[config.mk]
export PLATFORM = sky130hd
export DESIGN_NAME = serial_split_alu
export DESIGN_NICKNAME = d
export VERILOG_FILES = /design/src/rtl/ssau_pkg.sv /design/src/rtl/ssau_lane_map.sv /design/src/rtl/ssau_bit_slice.sv /design/src/rtl/ssau_ctrl.sv /design/src/rtl/serial_split_alu.sv
export SDC_FILE = /design/constraint.sdc
export NUM_CORES = 1
export LEC_CHECK = 0
export CAP_MARGIN = 20
export CORE_UTILIZATION = 35
export DETAILED_ROUTE_END_ITERATION = 8
export GPL_ROUTABILITY_DRIVEN = 0
export GPL_TIMING_DRIVEN = 0
export HOLD_SLACK_MARGIN = 0.08
export PLACE_DENSITY = 0.68
export SLEW_MARGIN = 20
export SYNTH_ARGS = -nofsm -noshare
export SYNTH_HDL_FRONTEND = slang
export SYNTH_SLANG_ARGS = --single-unit
[constraint.sdc]
create_clock -name clk -period 12 [get_ports clk]
set_input_delay 3.6 -clock clk [delete_from_list [all_inputs] [get_ports clk]]
set_output_delay 3.6 -clock clk [all_outputs]
set_load 0.05 [all_outputs]
[src/rtl/ssau_pkg.sv]
// Package for the serial split-word arithmetic unit.
// Holds the operation encoding and small decode helpers shared by all modules.
package ssau_pkg;

    typedef enum logic [3:0] {
        OP_CLA  = 4'd0,
        OP_ADD  = 4'd1,
        OP_SUB  = 4'd2,
        OP_SADD = 4'd3,
        OP_SSUB = 4'd4,
        OP_SHR  = 4'd5,
        OP_SHL  = 4'd6,
        OP_SSHR = 4'd7,
        OP_SSHL = 4'd8,
        OP_UHR  = 4'd9,
        OP_UHL  = 4'd10,
        OP_LHR  = 4'd11,
        OP_LHL  = 4'd12,
        OP_RSV0 = 4'd13,
        OP_RSV1 = 4'd14,
        OP_RSV2 = 4'd15
    } op_e;

    // True for every operation that works on two half words.
    function automatic logic op_is_split(input op_e o);
        case (o)
            OP_SADD, OP_SSUB, OP_SSHR, OP_SSHL,
            OP_UHR, OP_UHL, OP_LHR, OP_LHL: op_is_split = 1'b1;
            default:                        op_is_split = 1'b0;
        endcase
    endfunction

    // True for the two subtracting operations.
    function automatic logic op_is_sub(input op_e o);
        op_is_sub = (o == OP_SUB) || (o == OP_SSUB);
    endfunction

endpackage

[src/rtl/ssau_lane_map.sv]
// Lane map: classifies the current bit position as bottom, top or gap of its
// field, and as lower or upper half.
// Assumes HI_BASE >= HALF_W and HI_BASE + HALF_W <= WORD_W.
// In full-word mode the field spans the whole word and there is no gap.
module ssau_lane_map #(
    parameter int WORD_W = 24,
    parameter int HALF_W = 11,
    parameter int HI_BASE = 12,
    localparam int IDX_W = $clog2(WORD_W)
) (
    input  logic [IDX_W-1:0] bit_idx,
    input  logic             split,
    output logic             bottom,
    output logic             top,
    output logic             gap,
    output logic             upper
);

    localparam logic [IDX_W-1:0] LAST_IDX = IDX_W'(WORD_W - 1);
    localparam logic [IDX_W-1:0] LO_TOP   = IDX_W'(HALF_W - 1);
    localparam logic [IDX_W-1:0] HI_BOT   = IDX_W'(HI_BASE);
    localparam logic [IDX_W-1:0] HI_TOP   = IDX_W'(HI_BASE + HALF_W - 1);
    localparam logic [IDX_W-1:0] LO_END   = IDX_W'(HALF_W);

    // Decode field edges for the active mode.
    always_comb begin
        upper = (bit_idx >= HI_BOT);
        if (split) begin
            bottom = (bit_idx == '0) || (bit_idx == HI_BOT);
            top    = (bit_idx == LO_TOP) || (bit_idx == HI_TOP);
            gap    = ((bit_idx >= LO_END) && (bit_idx < HI_BOT)) || (bit_idx > HI_TOP);
        end else begin
            bottom = (bit_idx == '0);
            top    = (bit_idx == LAST_IDX);
            gap    = 1'b0;
        end
    end

endmodule

[src/rtl/ssau_bit_slice.sv]
// One-bit serial datapath step: full adder with injected carry at field bottoms,
// one-place shift selection, and gap clearing.
// Assumes a_next holds the old bit one position up and a_prev the old bit one
// position down, each valid when it is used.
module ssau_bit_slice
    import ssau_pkg::*;
(
    input  op_e  op,
    input  logic a_cur,
    input  logic a_next,
    input  logic a_prev,
    input  logic opd,
    input  logic carry_q,
    input  logic bottom,
    input  logic top,
    input  logic gap,
    input  logic upper,
    output logic res,
    output logic carry_out
);

    logic sub, b_eff, cin, sum, rsh, lsh;

    // Form the adder and shift candidates for this bit.
    always_comb begin
        sub       = op_is_sub(op);
        b_eff     = opd ^ sub;
        cin       = bottom ? sub : carry_q;
        sum       = a_cur ^ b_eff ^ cin;
        carry_out = (a_cur & b_eff) | (a_cur & cin) | (b_eff & cin);
        rsh       = top ? a_cur : a_next;
        lsh       = bottom ? 1'b0 : a_prev;
    end

    // Select the result bit for the operation and clear gap positions.
    always_comb begin
        case (op)
            OP_CLA:                         res = opd;
            OP_ADD, OP_SUB, OP_SADD, OP_SSUB: res = sum;
            OP_SHR, OP_SSHR:                res = rsh;
            OP_SHL, OP_SSHL:                res = lsh;
            OP_UHR:                         res = upper ? rsh : a_cur;
            OP_UHL:                         res = upper ? lsh : a_cur;
            OP_LHR:                         res = upper ? a_cur : rsh;
            OP_LHL:                         res = upper ? a_cur : lsh;
            default:                        res = a_cur;
        endcase
        if (gap) res = 1'b0;
    end

endmodule

[src/rtl/ssau_ctrl.sv]
// Pass sequencer: accepts start at bit 0, holds the operation for the pass,
// tracks activity and raises done for one cycle after the last bit.
// Assumes the bit position advances by one each cycle during a pass.
module ssau_ctrl
    import ssau_pkg::*;
#(
    parameter int WORD_W = 24,
    localparam int IDX_W = $clog2(WORD_W)
) (
    input  logic             clk,
    input  logic             rst_n,
    input  logic             start_i,
    input  logic [IDX_W-1:0] bit_idx,
    input  op_e              op_in,
    output logic             busy,
    output logic             last_step,
    output op_e              eff_op,
    output op_e              op_q,
    output logic             done_q
);

    localparam logic [IDX_W-1:0] LAST_IDX = IDX_W'(WORD_W - 1);

    logic start_ok, active_q;

    // Decode acceptance and the operation in force this cycle.
    always_comb begin
        start_ok  = start_i && (bit_idx == '0);
        busy      = start_ok || active_q;
        last_step = busy && (bit_idx == LAST_IDX);
        eff_op    = start_ok ? op_in : op_q;
    end

    // Track pass activity, latch the operation and emit done.
    always_ff @(posedge clk) begin
        if (!rst_n) begin
            active_q <= 1'b0;
            op_q     <= OP_CLA;
            done_q   <= 1'b0;
        end else begin
            if (start_ok) op_q <= op_in;
            if (last_step) active_q <= 1'b0;
            else if (start_ok) active_q <= 1'b1;
            done_q <= last_step;
        end
    end

    // done follows the last bit step.
    p_done_after_last_r12: assert property (@(posedge clk) disable iff (!rst_n)
        last_step |=> done_q);

    // done lasts a single cycle.
    p_done_single_r12: assert property (@(posedge clk) disable iff (!rst_n)
        done_q |=> !done_q);

endmodule

[src/rtl/serial_split_alu.sv]
// Serial split-word arithmetic unit, top level.
// The accumulator is a rotating shift register: each busy cycle the oldest bit
// leaves at position 0 and the result bit enters at the top, so after a full
// pass the word is back in place. Assumes start comes with bit position 0.
module serial_split_alu
    import ssau_pkg::*;
#(
    parameter int WORD_W = 24,
    parameter int HALF_W = 11,
    parameter int HI_BASE = 12,
    localparam int IDX_W = $clog2(WORD_W)
) (
    input  logic              clk,
    input  logic              rst_n,
    input  logic              start_i,
    input  logic [IDX_W-1:0]  bit_idx_i,
    input  logic [3:0]        op_i,
    input  logic              opd_bit_i,
    output logic [WORD_W-1:0] acc_o,
    output logic              ser_o,
    output logic              minus_o,
    output logic              done_o
);

    logic [WORD_W-1:0] acc_sr;
    logic carry_q, prev_q, minus_q, seen_q;
    logic busy, last_step, done_q;
    op_e  eff_op, op_q;
    logic bottom, top, gap, upper;
    logic res, carry_nx;

    ssau_ctrl #(.WORD_W(WORD_W)) u_ctrl (
        .clk       (clk),
        .rst_n     (rst_n),
        .start_i   (start_i),
        .bit_idx   (bit_idx_i),
        .op_in     (op_e'(op_i)),
        .busy      (busy),
        .last_step (last_step),
        .eff_op    (eff_op),
        .op_q      (op_q),
        .done_q    (done_q)
    );

    ssau_lane_map #(.WORD_W(WORD_W), .HALF_W(HALF_W), .HI_BASE(HI_BASE)) u_map (
        .bit_idx (bit_idx_i),
        .split   (op_is_split(eff_op)),
        .bottom  (bottom),
        .top     (top),
        .gap     (gap),
        .upper   (upper)
    );

    ssau_bit_slice u_slice (
        .op        (eff_op),
        .a_cur     (acc_sr[0]),
        .a_next    (acc_sr[1]),
        .a_prev    (prev_q),
        .opd       (opd_bit_i),
        .carry_q   (carry_q),
        .bottom    (bottom),
        .top       (top),
        .gap       (gap),
        .upper     (upper),
        .res       (res),
        .carry_out (carry_nx)
    );

    // Rotate the accumulator and keep carry, previous bit and sign per step.
    always_ff @(posedge clk) begin
        if (!rst_n) begin
            acc_sr  <= '0;
            carry_q <= 1'b0;
            prev_q  <= 1'b0;
            minus_q <= 1'b0;
        end else if (busy) begin
            acc_sr  <= {res, acc_sr[WORD_W-1:1]};
            carry_q <= carry_nx;
            prev_q  <= acc_sr[0];
            if (last_step) minus_q <= res;
        end
    end

    // Marks cycles whose previous sample was taken after reset.
    always_ff @(posedge clk) begin
        if (!rst_n) seen_q <= 1'b0;
        else        seen_q <= 1'b1;
    end

    // Drive the outputs.
    always_comb begin
        acc_o   = acc_sr;
        ser_o   = busy ? res : 1'b0;
        minus_o = minus_q;
        done_o  = done_q;
    end

    // the sign flag only moves when a pass completes.
    p_minus_moves_with_done_r11: assert property (@(posedge clk) disable iff (!rst_n)
        (seen_q && !$stable(minus_o)) |-> done_o);

    // split results leave both gap bits clear.
    p_split_gaps_clear_r5: assert property (@(posedge clk) disable iff (!rst_n)
        (done_o && op_is_split(op_q)) |-> (!acc_o[HI_BASE-1] && !acc_o[WORD_W-1]));

    // after a pass the flag matches the accumulator's top bit.
    p_minus_matches_r11: assert property (@(posedge clk) disable iff (!rst_n)
        done_o |-> (minus_o == acc_o[WORD_W-1]));

endmodule

==> results of run 1 <==
==> sequential cells by signal, summed over array words and instances (netlist names) <==
register         flops
acc_o               24
u_ctrl.op_q          4
u_ctrl.active_q      1
u_ctrl.done_q        1
prev_q               1
minus_o              1
carry_q              1
==> through the flow <==
step / hold slack [ns] / utilization, % / instances
finish: 0.4771 / 46.84 / 367
global route: 0.5034 / 46.84 / 367
CTS: 0.4798 / 46.12 / 367
detailed placement: 0.4712 / 44.69 / 361
global placement: 0.4679 / 44.69 / 361
floorplan: 0.4550 / - / 253
==> layer usage <==
metal  vias up  routed length (um)  global-route usage, %  share of wire, %
met5         -                   0                      0                 0
met2        52                2278                  28.77                46
met1       883                2294                  22.26                46
met4         0                  75                  4.815               1.5
li1        962                   -                      -                 -
met3         7                 311                  4.302               6.3
==> worst register-to-register path, delay by kind of cell, from the launching register on <==
kind	cells	cell delay, ns
mux	2	0.36
buf+inv	1	0.18
fa+ha+maj	2	0.74
compound gates	6	0.66
flops	1	0.30
simple gates	5	1.03
==> final cells by class <==
cell class	instances	area [um^2]
Fill cell	568	2945
Multi-Input combinational cell	199	1304
Sequential cell	33	660.6
Timing Repair Buffer	36	361.6
Buffer	18	93.84
Tap cell	72	90.09
Clock buffer	5	68.82
Inverter	3	11.26
Clock inverter	1	5.005
==> cells by family (layout without fill, tap and decap cells) <==
family	after synthesis	after routing	share of synthesized area, %
xor+xnor	1	1	0.4324
compound gates	63	63	24.21
fa+ha+maj	5	5	3.459
mux	7	7	3.706
buf+inv	21	63	5.188
simple gates	123	123	30.39
flops	33	33	32.61
==> synthesized netlist by cell type, drive strengths merged (2+ instances only) <==
library cell / instances / share of area [%]
nand2: 68 / 13
dfxtp: 33 / 33
a21boi: 27 / 10
nor2: 14 / 3.4
clkbuf: 11 / 2.1
a21oi: 7 / 1.7
buf: 7 / 2.5
o21ai: 7 / 2.3
mux2i: 6 / 3.0
nor3: 6 / 1.7
nand2b: 5 / 1.5
ha: 4 / 2.5
nand3: 4 / 0.99
nand4: 4 / 1.2
nor4: 4 / 2.0
or3: 4 / 1.2
a211oi: 3 / 1.4
a21o: 3 / 1.1
inv: 3 / 0.56
nor2b: 3 / 0.93
and3: 2 / 0.62
nand3b: 2 / 0.74
nand4b: 2 / 0.86
nor3b: 2 / 0.99
==> repair_timing <==
action | 4_1_cts | 5_1_grt
pin swaps | 0 | 0
endpoints found under the setup margin | 1 | 1
hold endpoints to repair | 0 | 0
gates cloned | 0 | 0
resized for setup | 7 | 10
==> how the worst min path moves through the flow <==
stage / startpoint / cells past startpoint / slack [ns] / to
6_report: acc_o[6]$_SDFFE_PN0P_ / 2 / 0.48 / acc_o[6]$_SDFFE_PN0P_
5_1_grt: acc_o[14]$_SDFFE_PN0P_ / 2 / 0.50 / acc_o[14]$_SDFFE_PN0P_
4_1_cts: acc_o[10]$_SDFFE_PN0P_ / 2 / 0.48 / acc_o[10]$_SDFFE_PN0P_
3_5_place_dp: acc_o[10]$_SDFFE_PN0P_ / 2 / 0.47 / acc_o[10]$_SDFFE_PN0P_
3_3_place_gp: acc_o[6]$_SDFFE_PN0P_ / 2 / 0.47 / acc_o[6]$_SDFFE_PN0P_
2_1_floorplan: prev_q$_SDFFE_PN0P_ / 2 / 0.46 / prev_q$_SDFFE_PN0P_
==> where the power goes <==
group          switching, mW  internal, mW  leakage, nW
logic                 0.0135        0.0100        0.584
registers           0.000222         0.110        0.266
clock network         0.0361        0.0380       0.0399
==> placed cells by master (no fill, tap or decap), types with 2 or more instances in the layout <==
| cell type | instances |
|---|---|
| sky130_fd_sc_hd__a211oi_2 | 2 |
| sky130_fd_sc_hd__a21boi_0 | 27 |
| sky130_fd_sc_hd__a21o_1 | 3 |
| sky130_fd_sc_hd__a21oi_1 | 6 |
| sky130_fd_sc_hd__and3_1 | 2 |
| sky130_fd_sc_hd__buf_2 | 3 |
| sky130_fd_sc_hd__buf_4 | 2 |
| sky130_fd_sc_hd__buf_6 | 3 |
| sky130_fd_sc_hd__clkbuf_1 | 10 |
| sky130_fd_sc_hd__clkbuf_8 | 5 |
| sky130_fd_sc_hd__clkdlybuf4s50_1 | 35 |
| sky130_fd_sc_hd__dfxtp_1 | 33 |
| sky130_fd_sc_hd__ha_1 | 4 |
| sky130_fd_sc_hd__inv_1 | 3 |
| sky130_fd_sc_hd__mux2i_1 | 4 |
| sky130_fd_sc_hd__nand2_1 | 67 |
| sky130_fd_sc_hd__nand2b_1 | 5 |
| sky130_fd_sc_hd__nand3_1 | 4 |
| sky130_fd_sc_hd__nand3b_1 | 2 |
| sky130_fd_sc_hd__nand4_1 | 4 |
| sky130_fd_sc_hd__nand4b_1 | 2 |
| sky130_fd_sc_hd__nor2_1 | 13 |
| sky130_fd_sc_hd__nor2b_1 | 3 |
| sky130_fd_sc_hd__nor3_1 | 5 |
| sky130_fd_sc_hd__nor4_1 | 2 |
| sky130_fd_sc_hd__o21ai_0 | 6 |
| sky130_fd_sc_hd__or3_1 | 4 |
==> Flow_metrics.wiki, run 1 <==
{| class="wikitable"
! Metric !! Value
|-
| Routed vias || 1904
|-
| Die X-Extent || roughly 78 um
|-
| Share of post-route cells with drive strength above 1 || 11.86%
|-
| Leakage dissipation || 0.8895 nW
|-
| Number of enable-type register cells in the synthesized netlist || 0
|-
| Reg-to-Reg End || acc_o[23]$_SDFFE_PN0P_
|-
| Number of logic stages on the critical path including buffering || 22
|-
| Syn_nets || around 270
|-
| Number of clock sinks || 33
|-
| Kind of start point of the critical path || primary input
|-
| Drt wl/cell || 13.51 um
|-
| Worst Path Max Fanout || 10
|-
| Worst Setup Path Type || primary input to output port
|-
| Category of cells accounting for the largest share of critical-path delay || simple AND/OR/NAND/NOR gates
|-
| Flip-flop cell with the highest count after synthesis || sky130_fd_sc_hd__dfxtp_1
|-
| CTS tree || built
|-
| Count of nets left with antenna violations after detail routing || 0
|-
| First-pass GRT wire length || 8480 um
|-
| Setup slack of the critical path after layout || 0.2820 ns
|-
| Fin. Hold Viols || 0
|-
| Die boundary height || 78.08 um
|-
| Core box area || 5540 um^2
|-
| Cts-stage hold buffer count || 0
|-
| Number of antenna violations at the first check in global routing || 0
|-
| Data required time at the worst endpoint || 8.40 ns
|-
| Sequence of cells on the critical path || clkdlybuf4s50_1 -> or3_1 -> buf_6 -> nor2_8 -> mux2i_4 -> inv_1 -> ha_1 -> mux2i_1 -> nand4_1 -> o21ai_4 -> nor2_1 -> nand2_1 -> a21o_1 -> a211oi_2 -> fa_1 -> nor2_1 -> a21oi_1 -> o21ai_0 -> nor3_1 -> and3_1 -> a31oi_2 -> buf_6
|-
| Total power || slightly above 0.2 mW
|-
| Register area share after synthesis || 32.61%
|-
| FFs w/ async S/R, synth || 0%
|-
| Outcome || completed
|-
| Setup-violating endpoint count in the final report || 0
|-
| Worst-path clk slew || 0.06 ns
|-
| Pre-antenna DRT Iters || 4
|-
| Peak ir drop on the vdd network || 0.09447 mV
|-
| Placed cell area || 2476 um^2
|-
| Syn_area_per_cell || between 8 and 9 um^2
|-
| Global route overflow || 0
|-
| Setup TNS || 0 ns
|-
| Number of buffers and inverters on the critical path || 4
|-
| Library cell used as clock root buffer || sky130_fd_sc_hd__clkbuf_8
|-
| Synthesized area || a little over 2000 um^2
|-
| Crit end category || output port
|-
| Initial DRC count || 176
|-
| Cell variety after synth || 57
|-
| Depth of the worst register-to-register path || 16
|-
| Cell with the largest stage delay on the worst path || sky130_fd_sc_hd__clkdlybuf4s50_1
|-
| Minimum setup slack after placement || -0.4723 ns
|-
| Placed wire-length estimate || 3694 um
|-
| Final Net Count || ~310
|-
| End point of the critical path || ser_o
|-
| Post-synthesis to final-layout area growth || 28.10%
|-
| Cell count after synthesis || 253
|-
| Total I/O pin count || 40
|-
| Synth Register Bits || 33
|-
| Die Outline Area || slightly above 6000 um^2
|-
| Worst skew pair latency || 0.28 ns
|-
| Bufs on Longest Clock Path || 2
|-
| Design Area, Final || between 2000 and 3000 um^2
|-
| GRT Util Overall || 17.34%
|-
| Start point of the critical path || bit_idx_i[1]
|-
| PD cells || 80.03 nW/um^2
|-
| Initial core utilization || 36.56%
|-
| Final routed wirelength across all metal layers || 4959 um
|-
| DRC errors left || 0
|-
| Minimum setup slack among reg-to-reg paths || 8.60 ns
|-
| Total number of H-tree levels || 2
|-
| Hold WC Path Type || flip-flop to flip-flop
|-
| Achievable Freq || around 0.085 GHz
|-
| Startpoint of the most critical register-to-register path || u_ctrl.op_q[1]$_SDFF_PN0_
|-
| Slew at the pin closest to its max-slew limit || 0.5158 ns
|-
| N_diodes || 0
|-
| Number of max-cap violations || 0
|-
| Buffers on Ports || 36
|-
| Share of the clock period used by the worst path || slightly below 100%
|-
| Slew headroom || 65.51%
|-
| Number of buffers added by the clock tree synthesis step || 5
|-
| Final min period || 11.72 ns
|-
| Clock skew || 0.007319 ns
|-
| Vias in the first global route || 1832
|-
| Number of buffers inserted by post-CTS setup repair || 0
|-
| Total of warnings raised by yosys || 0
|-
| # rows || 27
|-
| Critical path arrival || 8.12 ns
|-
| Via density per instance || 5.188
|-
| Setup repair after global routing missed its margin || no
|-
| Number of max-slew violations in the final report || 0
|-
| Largest net degree at the start of global routing || 11
|-
| CP max stage delay || 0.50 ns
|}
(Power assumes the default switching activity.)
==> run 2: changes to the inputs <==
- clock period: 12 -> 13.25 ns (I/O delays scaled with it)
==> run 2 against run 1 <==
Final area shrank 1.9%. Register-to-register slack gained 1.1 ns. Sequential power shrank 9%. Die area is the same. Non-clock buffer count is the same. Power shrank 9.9%. Sequential cell count is the same. Critical path depth shrank 2. Cell count is the same. Via count grew 0.42%. Highest routed layer unchanged.
==> Flow_metrics.wiki, run 2 (synthesized netlist as in run 1, its figures left out) <==
{| class="wikitable"
! Metric !! Value
|-
| Vias in the first global route || 1832 (unchanged)
|-
| Drt wl/cell || 13.38 um (was 13.51 um)
|-
| Largest net degree at the start of global routing || 11 (unchanged)
|-
| Core box area || 5540 um^2 (unchanged)
|-
| Cell with the largest stage delay on the worst path || sky130_fd_sc_hd__fa_1 (was sky130_fd_sc_hd__clkdlybuf4s50_1)
|-
| CTS tree || built (unchanged)
|-
| Hold WC Path Type || flip-flop to flip-flop (unchanged)
|-
| Worst-path clk slew || 0.06 ns (about the same)
|-
| Worst Path Max Fanout || 7 (was 10)
|-
| Via density per instance || 5.210 (was 5.188)
|-
| Bufs on Longest Clock Path || 2 (unchanged)
|-
| Number of buffers and inverters on the critical path || 3 (was 4)
|-
| Met3 routing resource usage after global routing || 4.302% (unchanged)
|-
| Pre-antenna DRT Iters || 4 (unchanged)
|-
| CP max stage delay || 0.51 ns (was 0.50 ns)
|-
| Die boundary height || 78.08 um (unchanged)
|-
| Fill count || 579 (was 568)
|-
| Depth of the worst register-to-register path || 16 (unchanged)
|-
| Met2 Usage GRT || 28.77% (unchanged)
|-
| Sequence of cells on the critical path || clkdlybuf4s50_1 -> nor3_2 -> nand2_1 -> mux2i_1 -> inv_1 -> ha_1 -> mux2i_1 -> nor4_1 -> a21oi_1 -> or3_1 -> a21oi_1 -> a211oi_1 -> fa_1 -> nor2_1 -> a21oi_1 -> o21ai_0 -> nor3_1 -> and3_1 -> a31oi_2 -> clkbuf_2 (was clkdlybuf4s50_1 -> or3_1 -> buf_6 -> nor2_8 -> mux2i_4 -> inv_1 -> ha_1 -> mux2i_1 -> nand4_1 -> o21ai_4 -> nor2_1 -> nand2_1 -> a21o_1 -> a211oi_2 -> fa_1 -> nor2_1 -> a21oi_1 -> o21ai_0 -> nor3_1 -> and3_1 -> a31oi_2 -> buf_6)
|-
| Setup TNS || 0 ns (unchanged)
|-
| Clock skew || 0.007228 ns (was 0.007319 ns)
|-
| Slew at the pin closest to its max-slew limit || 0.5158 ns (about the same)
|-
| Most common cell after layout, fill and taps aside || sky130_fd_sc_hd__nand2_1 (unchanged)
|-
| Slew headroom || 65.51% (unchanged)
|-
| Kind of start point of the critical path || primary input (unchanged)
|-
| DRC errors left || 0 (unchanged)
|-
| Number of clock sinks || 33 (unchanged)
|-
| Number of buffers inserted by post-CTS setup repair || 0 (unchanged)
|-
| Most frequent cells in the layout || sky130_fd_sc_hd__nand2_1, sky130_fd_sc_hd__clkdlybuf4s50_1, sky130_fd_sc_hd__dfxtp_1 (unchanged)
|-
| Post-synthesis to final-layout area growth || 25.63% (was 28.10%)
|-
| Number of buffers added by the clock tree synthesis step || 5 (unchanged)
|-
| Initial DRC count || 146 (was 176)
|-
| Initial core utilization || 36.56% (unchanged)
|-
| Global route overflow || 0 (unchanged)
|-
| Buffers on Ports || 36 (unchanged)
|-
| Die X-Extent || 78.08 um (unchanged)
|-
| Final min period || 12.69 ns
|-
| Area taken by flip-flops and latches || 660.6 um^2 (unchanged)
|-
| Startpoint of the most critical register-to-register path || u_ctrl.op_q[1]$_SDFF_PN0_ (unchanged)
|-
| Number of logic stages on the critical path including buffering || 20 (was 22)
|-
| Achievable Freq || between 0.07 and 0.08 GHz
|-
| Cts-stage hold buffer count || 0 (unchanged)
|-
| Fin. Hold Viols || 0 (unchanged)
|-
| Routed vias || 1912 (was 1904)
|-
| Number of max-cap violations || 0 (unchanged)
|-
| Worst skew pair latency || 0.28 ns (about the same)
|-
| Count of nets left with antenna violations after detail routing || 0 (unchanged)
|-
| N_diodes || 0 (unchanged)
|-
| Total power || 0.1870 mW (was 0.2077 mW)
|-
| Cell repeated most along the worst path || sky130_fd_sc_hd__a21oi_1
|-
| Cell depth of the worst min-delay path || 2 (unchanged)
|-
| Worst Setup Path Type || primary input to output port (unchanged)
|-
| Global Route met1 Usage || 22.23% (was 22.26%)
|-
| Final Net Count || 314 (unchanged)
|-
| Share of post-route cells with drive strength above 1 || 10.17% (was 11.86%)
|-
| Category of cells accounting for the largest share of critical-path delay || simple AND/OR/NAND/NOR gates (unchanged)
|-
| Total I/O pin count || 40 (unchanged)
|-
| Layer carrying the most global-route usage || met2 (unchanged)
|-
| GRT Util Overall || 17.33% (was 17.34%)
|-
| Data required time at the worst endpoint || 9.27 ns (was 8.40 ns)
|-
| Total number of H-tree levels || 2 (unchanged)
|-
| Number of flip-flops under the largest register name || 24 (unchanged)
|-
| Number of max-slew violations in the final report || 0 (unchanged)
|-
| Setup slack of the critical path after layout || 0.5594 ns (was 0.2820 ns)
|-
| Final Hold Slack || 0.4771 ns (about the same)
|-
| Die Outline Area || 6096 um^2 (unchanged)
|-
| Total area of multi-input combinational cells || 1260 um^2 (was 1304 um^2)
|-
| Critical path arrival || 8.72 ns (was 8.12 ns)
|-
| Count of cells resized by post-cts repair || 0 (was 7)
|-
| Placed wire-length estimate || 3694 um (unchanged)
|-
| Leakage dissipation || 0.8851 nW (was 0.8895 nW)
|-
| Number of antenna violations at the first check in global routing || 0 (unchanged)
|-
| Share of the clock period used by the worst path || 95.78%
|-
| PD cells || 73.49 nW/um^2 (was 80.03 nW/um^2)
|-
| Outcome || completed (unchanged)
|-
| Startpoint of the worst hold path || acc_o[6]$_SDFFE_PN0P_ (unchanged)
|-
| Setup repair after global routing missed its margin || no (unchanged)
|-
| Minimum setup slack after placement || 0.02774 ns (was -0.4723 ns)
|-
| Final routed wirelength across all metal layers || 4911 um (was 4959 um)
|-
| Start point of the critical path || bit_idx_i[1] (unchanged)
|-
| Crit end category || output port (unchanged)
|-
| First-pass GRT wire length || 8480 um (unchanged)
|-
| Peak ir drop on the vdd network || 0.08559 mV (was 0.09447 mV)
|-
| Setup-violating endpoint count in the final report || 0 (unchanged)
|-
| # rows || 27 (unchanged)
|-
| Library cell used as clock root buffer || sky130_fd_sc_hd__clkbuf_8 (unchanged)
|}
## run 2: path summary, 6_finish.rpt
path | slack [ns] | endpoint
hold / removal | 0.48 | acc_o[6]$_SDFFE_PN0P_
setup reg to reg | 9.71 | acc_o[23]$_SDFFE_PN0P_
setup / recovery | 0.56 | ser_o
hold reg to reg | 0.48 | acc_o[6]$_SDFFE_PN0P_
## run 2: tightest hold or removal path: stages, from the launching register on
cell and delay [ns]:
sky130_fd_sc_hd__dfxtp_1 0.32, sky130_fd_sc_hd__nand2_1 0.05, sky130_fd_sc_hd__a21boi_0 0.06
## run 2: through the flow
stage	std cells	instance area, um^2	util, %
6_report	367	2545	45.93
4_1_cts	367	2550	46.03
5_1_grt	367	2545	45.93
3_3_place_gp	361	2476	44.69
3_5_place_dp	361	2476	44.69
2_1_floorplan	253	2026	-
## run 2: final cells by class
class,instances,area share (%)
Clock buffer,5,2.704
Multi-Input combinational cell,199,49.51
Sequential cell,33,25.96
Tap cell,72,3.540
Buffer,18,3.687
Clock inverter,1,0.1967
Inverter,3,0.4425
Timing Repair Buffer,36,13.96
## run 2: power by group
part           switching [mW]  internal (mW)  total, mW
logic                  0.0116        0.00864     0.0202
registers            0.000175         0.0995     0.0996
clock network          0.0327         0.0345     0.0672
## run 2: layer usage
layer,vias up,share of wire (%)
met5,-,0
met4,0,1.0
met3,5,5.8
met2,56,46
met1,890,47
li1,961,-
==> run 3: changes to the inputs <==
--- a/config.mk
+++ b/config.mk
@@ -7,4 +7,5 @@
 export LEC_CHECK = 0
 export CAP_MARGIN = 20
+export CORE_MARGIN = 3
 export CORE_UTILIZATION = 35
 export DETAILED_ROUTE_END_ITERATION = 8
==> constraint.sdc (replaced) <==
create_clock -name clk -period 13.25 [get_ports clk]
set_input_delay 1.325 -clock clk [delete_from_list [all_inputs] [get_ports clk]]
set_output_delay 1.325 -clock clk [all_outputs]
set_load 0.05 [all_outputs]
==> run 3 against run 2 <==
Worst hold slack improved by 0.0018 ns. Routed wire length decreased by 0.35%. Clock skew increased by 0.0039 ns. Critical endpoint unchanged. Largest power group unchanged.
==> Flow_metrics.wiki, run 3 (synthesized netlist as in run 1, its figures left out) <==
{| class="wikitable"
! Metric !! Value
|-
| Final min period || 7.914 ns (was 12.69 ns)
|-
| Combinational Power Share || 9.3% (was 10.8%)
|-
| Library cell used as clock root buffer || sky130_fd_sc_hd__clkbuf_8 (unchanged)
|-
| Total area of multi-input combinational cells || 1260 um^2 (unchanged)
|-
| Hold WC Path Type || flip-flop to flip-flop (unchanged)
|-
| Area taken by flip-flops and latches || 660.6 um^2 (unchanged)
|-
| Most common cell after layout, fill and taps aside || sky130_fd_sc_hd__nand2_1 (unchanged)
|-
| Peak ir drop on the vdd network || 0.08016 mV (was 0.08559 mV)
|-
| Number of max-slew violations in the final report || 0 (unchanged)
|-
| Sequential fraction of design power || 46.1% (was 53.3%)
|-
| Crit end category || output port (unchanged)
|-
| Critical path arrival || 6.59 ns (was 8.72 ns)
|-
| Fin. Hold Viols || 0 (unchanged)
|-
| Achievable Freq || 0.1264 GHz (was 0.07880 GHz)
|-
| Final Net Count || 314 (unchanged)
|-
| N_diodes || 0 (unchanged)
|-
| Leakage dissipation || 0.9024 nW (was 0.8851 nW)
|-
| Pre-antenna DRT Iters || 4 (unchanged)
|-
| Share of the clock period used by the worst path || 59.73% (was 95.78%)
|-
| Number of placed instances with taps included || 361 (unchanged)
|-
| Number of buffers added by the clock tree synthesis step || 5 (unchanged)
|-
| Sw Share || 21.67% (was 23.78%)
|-
| Number of antenna violations at the first check in global routing || 0 (unchanged)
|-
| Number of buffers inserted by post-CTS setup repair || 0 (unchanged)
|-
| Count of cells resized by post-cts repair || 0 (unchanged)
|-
| # rows || 27 (unchanged)
|-
| Slew at the pin closest to its max-slew limit || 0.5180 ns (was 0.5158 ns)
|-
| Worst Setup Path Type || primary input to output port (unchanged)
|-
| Cts-stage hold buffer count || 0 (unchanged)
|-
| Fill count || 555 (was 579)
|-
| Internal Dissipation || 0.1694 mW (was 0.1425 mW)
|-
| Most frequent cells in the layout || sky130_fd_sc_hd__nand2_1, sky130_fd_sc_hd__clkdlybuf4s50_1, sky130_fd_sc_hd__dfxtp_1 (unchanged)
|-
| Bufs on Longest Clock Path || 2 (unchanged)
|-
| Vias in the first global route || 1804 (was 1832)
|-
| Slew headroom || 65.36% (was 65.51%)
|-
| Total number of H-tree levels || 2 (unchanged)
|-
| Clock skew || 0.01116 ns (was 0.007228 ns)
|-
| Number of flip-flops under the largest register name || 24 (unchanged)
|-
| DRC errors left || 0 (unchanged)
|-
| Worst-path clk slew || 0.07 ns (was 0.06 ns)
|-
| Worst skew pair latency || 0.28 ns (about the same)
|-
| Count of nets left with antenna violations after detail routing || 0 (unchanged)
|-
| Total I/O pin count || 40 (unchanged)
|-
| Non-filler cells, final || 369 (was 367)
|-
| Outcome || completed (unchanged)
|-
| Initial core utilization || 36.56% (unchanged)
|-
| Global route overflow || 0 (unchanged)
|-
| CTS tree || built (unchanged)
|-
| Routed vias || 1912 (unchanged)
|-
| Core box area || 5540 um^2 (unchanged)
|-
| Initial DRC count || 95 (was 146)
|-
| Sw power || 0.04686 mW (was 0.04448 mW)
|-
| Setup-violating endpoint count in the final report || 0 (unchanged)
|-
| Placed wire-length estimate || 3720 um (was 3694 um)
|-
| Buffers on Ports || 36 (unchanged)
|-
| Number of clock sinks || 33 (unchanged)
|-
| Post-synthesis to final-layout area growth || 27.98% (was 25.63%)
|-
| Kind of start point of the critical path || primary input (unchanged)
|-
| Die X-Extent || 82.08 um (was 78.08 um)
|-
| PD cells || 83.41 nW/um^2 (was 73.49 nW/um^2)
|-
| Number of max-cap violations || 0 (unchanged)
|-
| Die Outline Area || 6736 um^2 (was 6096 um^2)
|-
| Fraction of power consumed by the clock network || 44.6% (was 35.9%)
|-
| Drt wl/cell || 13.26 um (was 13.38 um)
|-
| Worst Path Max Fanout || 7 (unchanged)
|-
| Setup TNS || 0 ns (unchanged)
|-
| Final routed wirelength across all metal layers || 4894 um (was 4911 um)
|-
| Via density per instance || 5.182 (was 5.210)
|-
| Setup repair after global routing missed its margin || no (unchanged)
|-
| Data required time at the worst endpoint || 11.93 ns (was 9.27 ns)
|-
| Largest net degree at the start of global routing || 11 (unchanged)
|-
| Die boundary height || 82.08 um (was 78.08 um)
|-
| Share of post-route cells with drive strength above 1 || 10.10% (was 10.17%)
|-
| First-pass GRT wire length || 8121 um (was 8480 um)
|-
| GRT Util Overall || 15.32% (was 17.33%)
|}
==> run 3: changes by cell type in the layout (fill, tap and decap cells not counted) <==
cell | previous run | this run
sky130_fd_sc_hd__bufinv_16 | 0 | 1
sky130_fd_sc_hd__clkbuf_1 | 10 | 11
sky130_fd_sc_hd__clkinv_2 | 1 | 0
sky130_fd_sc_hd__clkbuf_8 | 5 | 6
sky130_fd_sc_hd__clkdlybuf4s50_1 | 35 | 36
sky130_fd_sc_hd__clkbuf_2 | 2 | 1
==> run 3: path summary, 6_finish.rpt <==
kind,from,endpoint,slack (ns),cells after the start
worst max-delay path,bit_idx_i[1],ser_o,5.34,20
worst min-delay path,acc_o[10]$_SDFFE_PN0P_,acc_o[10]$_SDFFE_PN0P_,0.48,2
worst max register to register,u_ctrl.op_q[1]$_SDFF_PN0_,acc_o[23]$_SDFFE_PN0P_,9.82,16
worst min register to register,acc_o[10]$_SDFFE_PN0P_,acc_o[10]$_SDFFE_PN0P_,0.48,2
==> run 3: metal layers <==
| layer | vias up | part of all wire [%] | global-route usage (%) |
|---|---|---|---|
| met3 | 8 | 6.9 | 4.386 |
| met1 | 879 | 46 | 19.32 |
| met5 | - | 0 | 0 |
| li1 | 964 | - | - |
| met4 | 0 | 1.0 | 4.485 |
| met2 | 61 | 46 | 25.28 |
==> run 3: worst max-delay path, cell delays in order <==
cell and delay [ns]:
sky130_fd_sc_hd__clkdlybuf4s50_1 0.49, sky130_fd_sc_hd__nor3_2 0.46, sky130_fd_sc_hd__nand2_1 0.30, sky130_fd_sc_hd__mux2i_1 0.36, sky130_fd_sc_hd__inv_1 0.12, sky130_fd_sc_hd__ha_1 0.30, sky130_fd_sc_hd__mux2i_1 0.16, sky130_fd_sc_hd__nor2_1 0.05
sky130_fd_sc_hd__a21oi_1 0.37, sky130_fd_sc_hd__or3_1 0.17, sky130_fd_sc_hd__a21oi_1 0.05, sky130_fd_sc_hd__a211oi_1 0.24, sky130_fd_sc_hd__fa_1 0.51, sky130_fd_sc_hd__nor2_1 0.12, sky130_fd_sc_hd__a21oi_1 0.04, sky130_fd_sc_hd__o21ai_0 0.17
sky130_fd_sc_hd__nor3_1 0.07, sky130_fd_sc_hd__and3_1 0.24, sky130_fd_sc_hd__a31oi_2 0.20, sky130_fd_sc_hd__clkdlybuf4s50_1 0.83
==> run 3: per-stage QoR <==
step	area (um^2)	hold slack (ns)	total power, mW	setup slack (ns)	utilization [%]
6_report	2592	0.4789	0.2162	5.336	46.79
5_1_grt	2592	0.5006	0.2253	4.930	46.79
4_1_cts	2592	0.4805	0.2177	5.354	46.79
3_5_place_dp	2476	0.4728	0.1219	5.351	44.69
3_3_place_gp	2476	0.4678	0.1218	5.391	44.69
2_1_floorplan	2026	0.4550	0.1150	6.666	-
==> run 3: area by class of cell <==
cell class,count,share of cell area [%]
Clock buffer,7,3.330
Sequential cell,33,25.48
Multi-Input combinational cell,199,48.60
Clock inverter,1,1.158
Tap cell,72,3.475
Timing Repair Buffer,36,13.90
Inverter,3,0.4344
Buffer,18,3.620
==> run 3: power by group through the flow <==
stage | combinational, mW | sequential, mW | clock (mW)
global placement | 0.0200 | 0.102 | 0
finish | 0.0202 | 0.0996 | 0.0965
detailed placement | 0.0201 | 0.102 | 0
CTS | 0.0202 | 0.0996 | 0.0979
global route | 0.0222 | 0.0995 | 0.104
floorplan | 0.0131 | 0.102 | 0
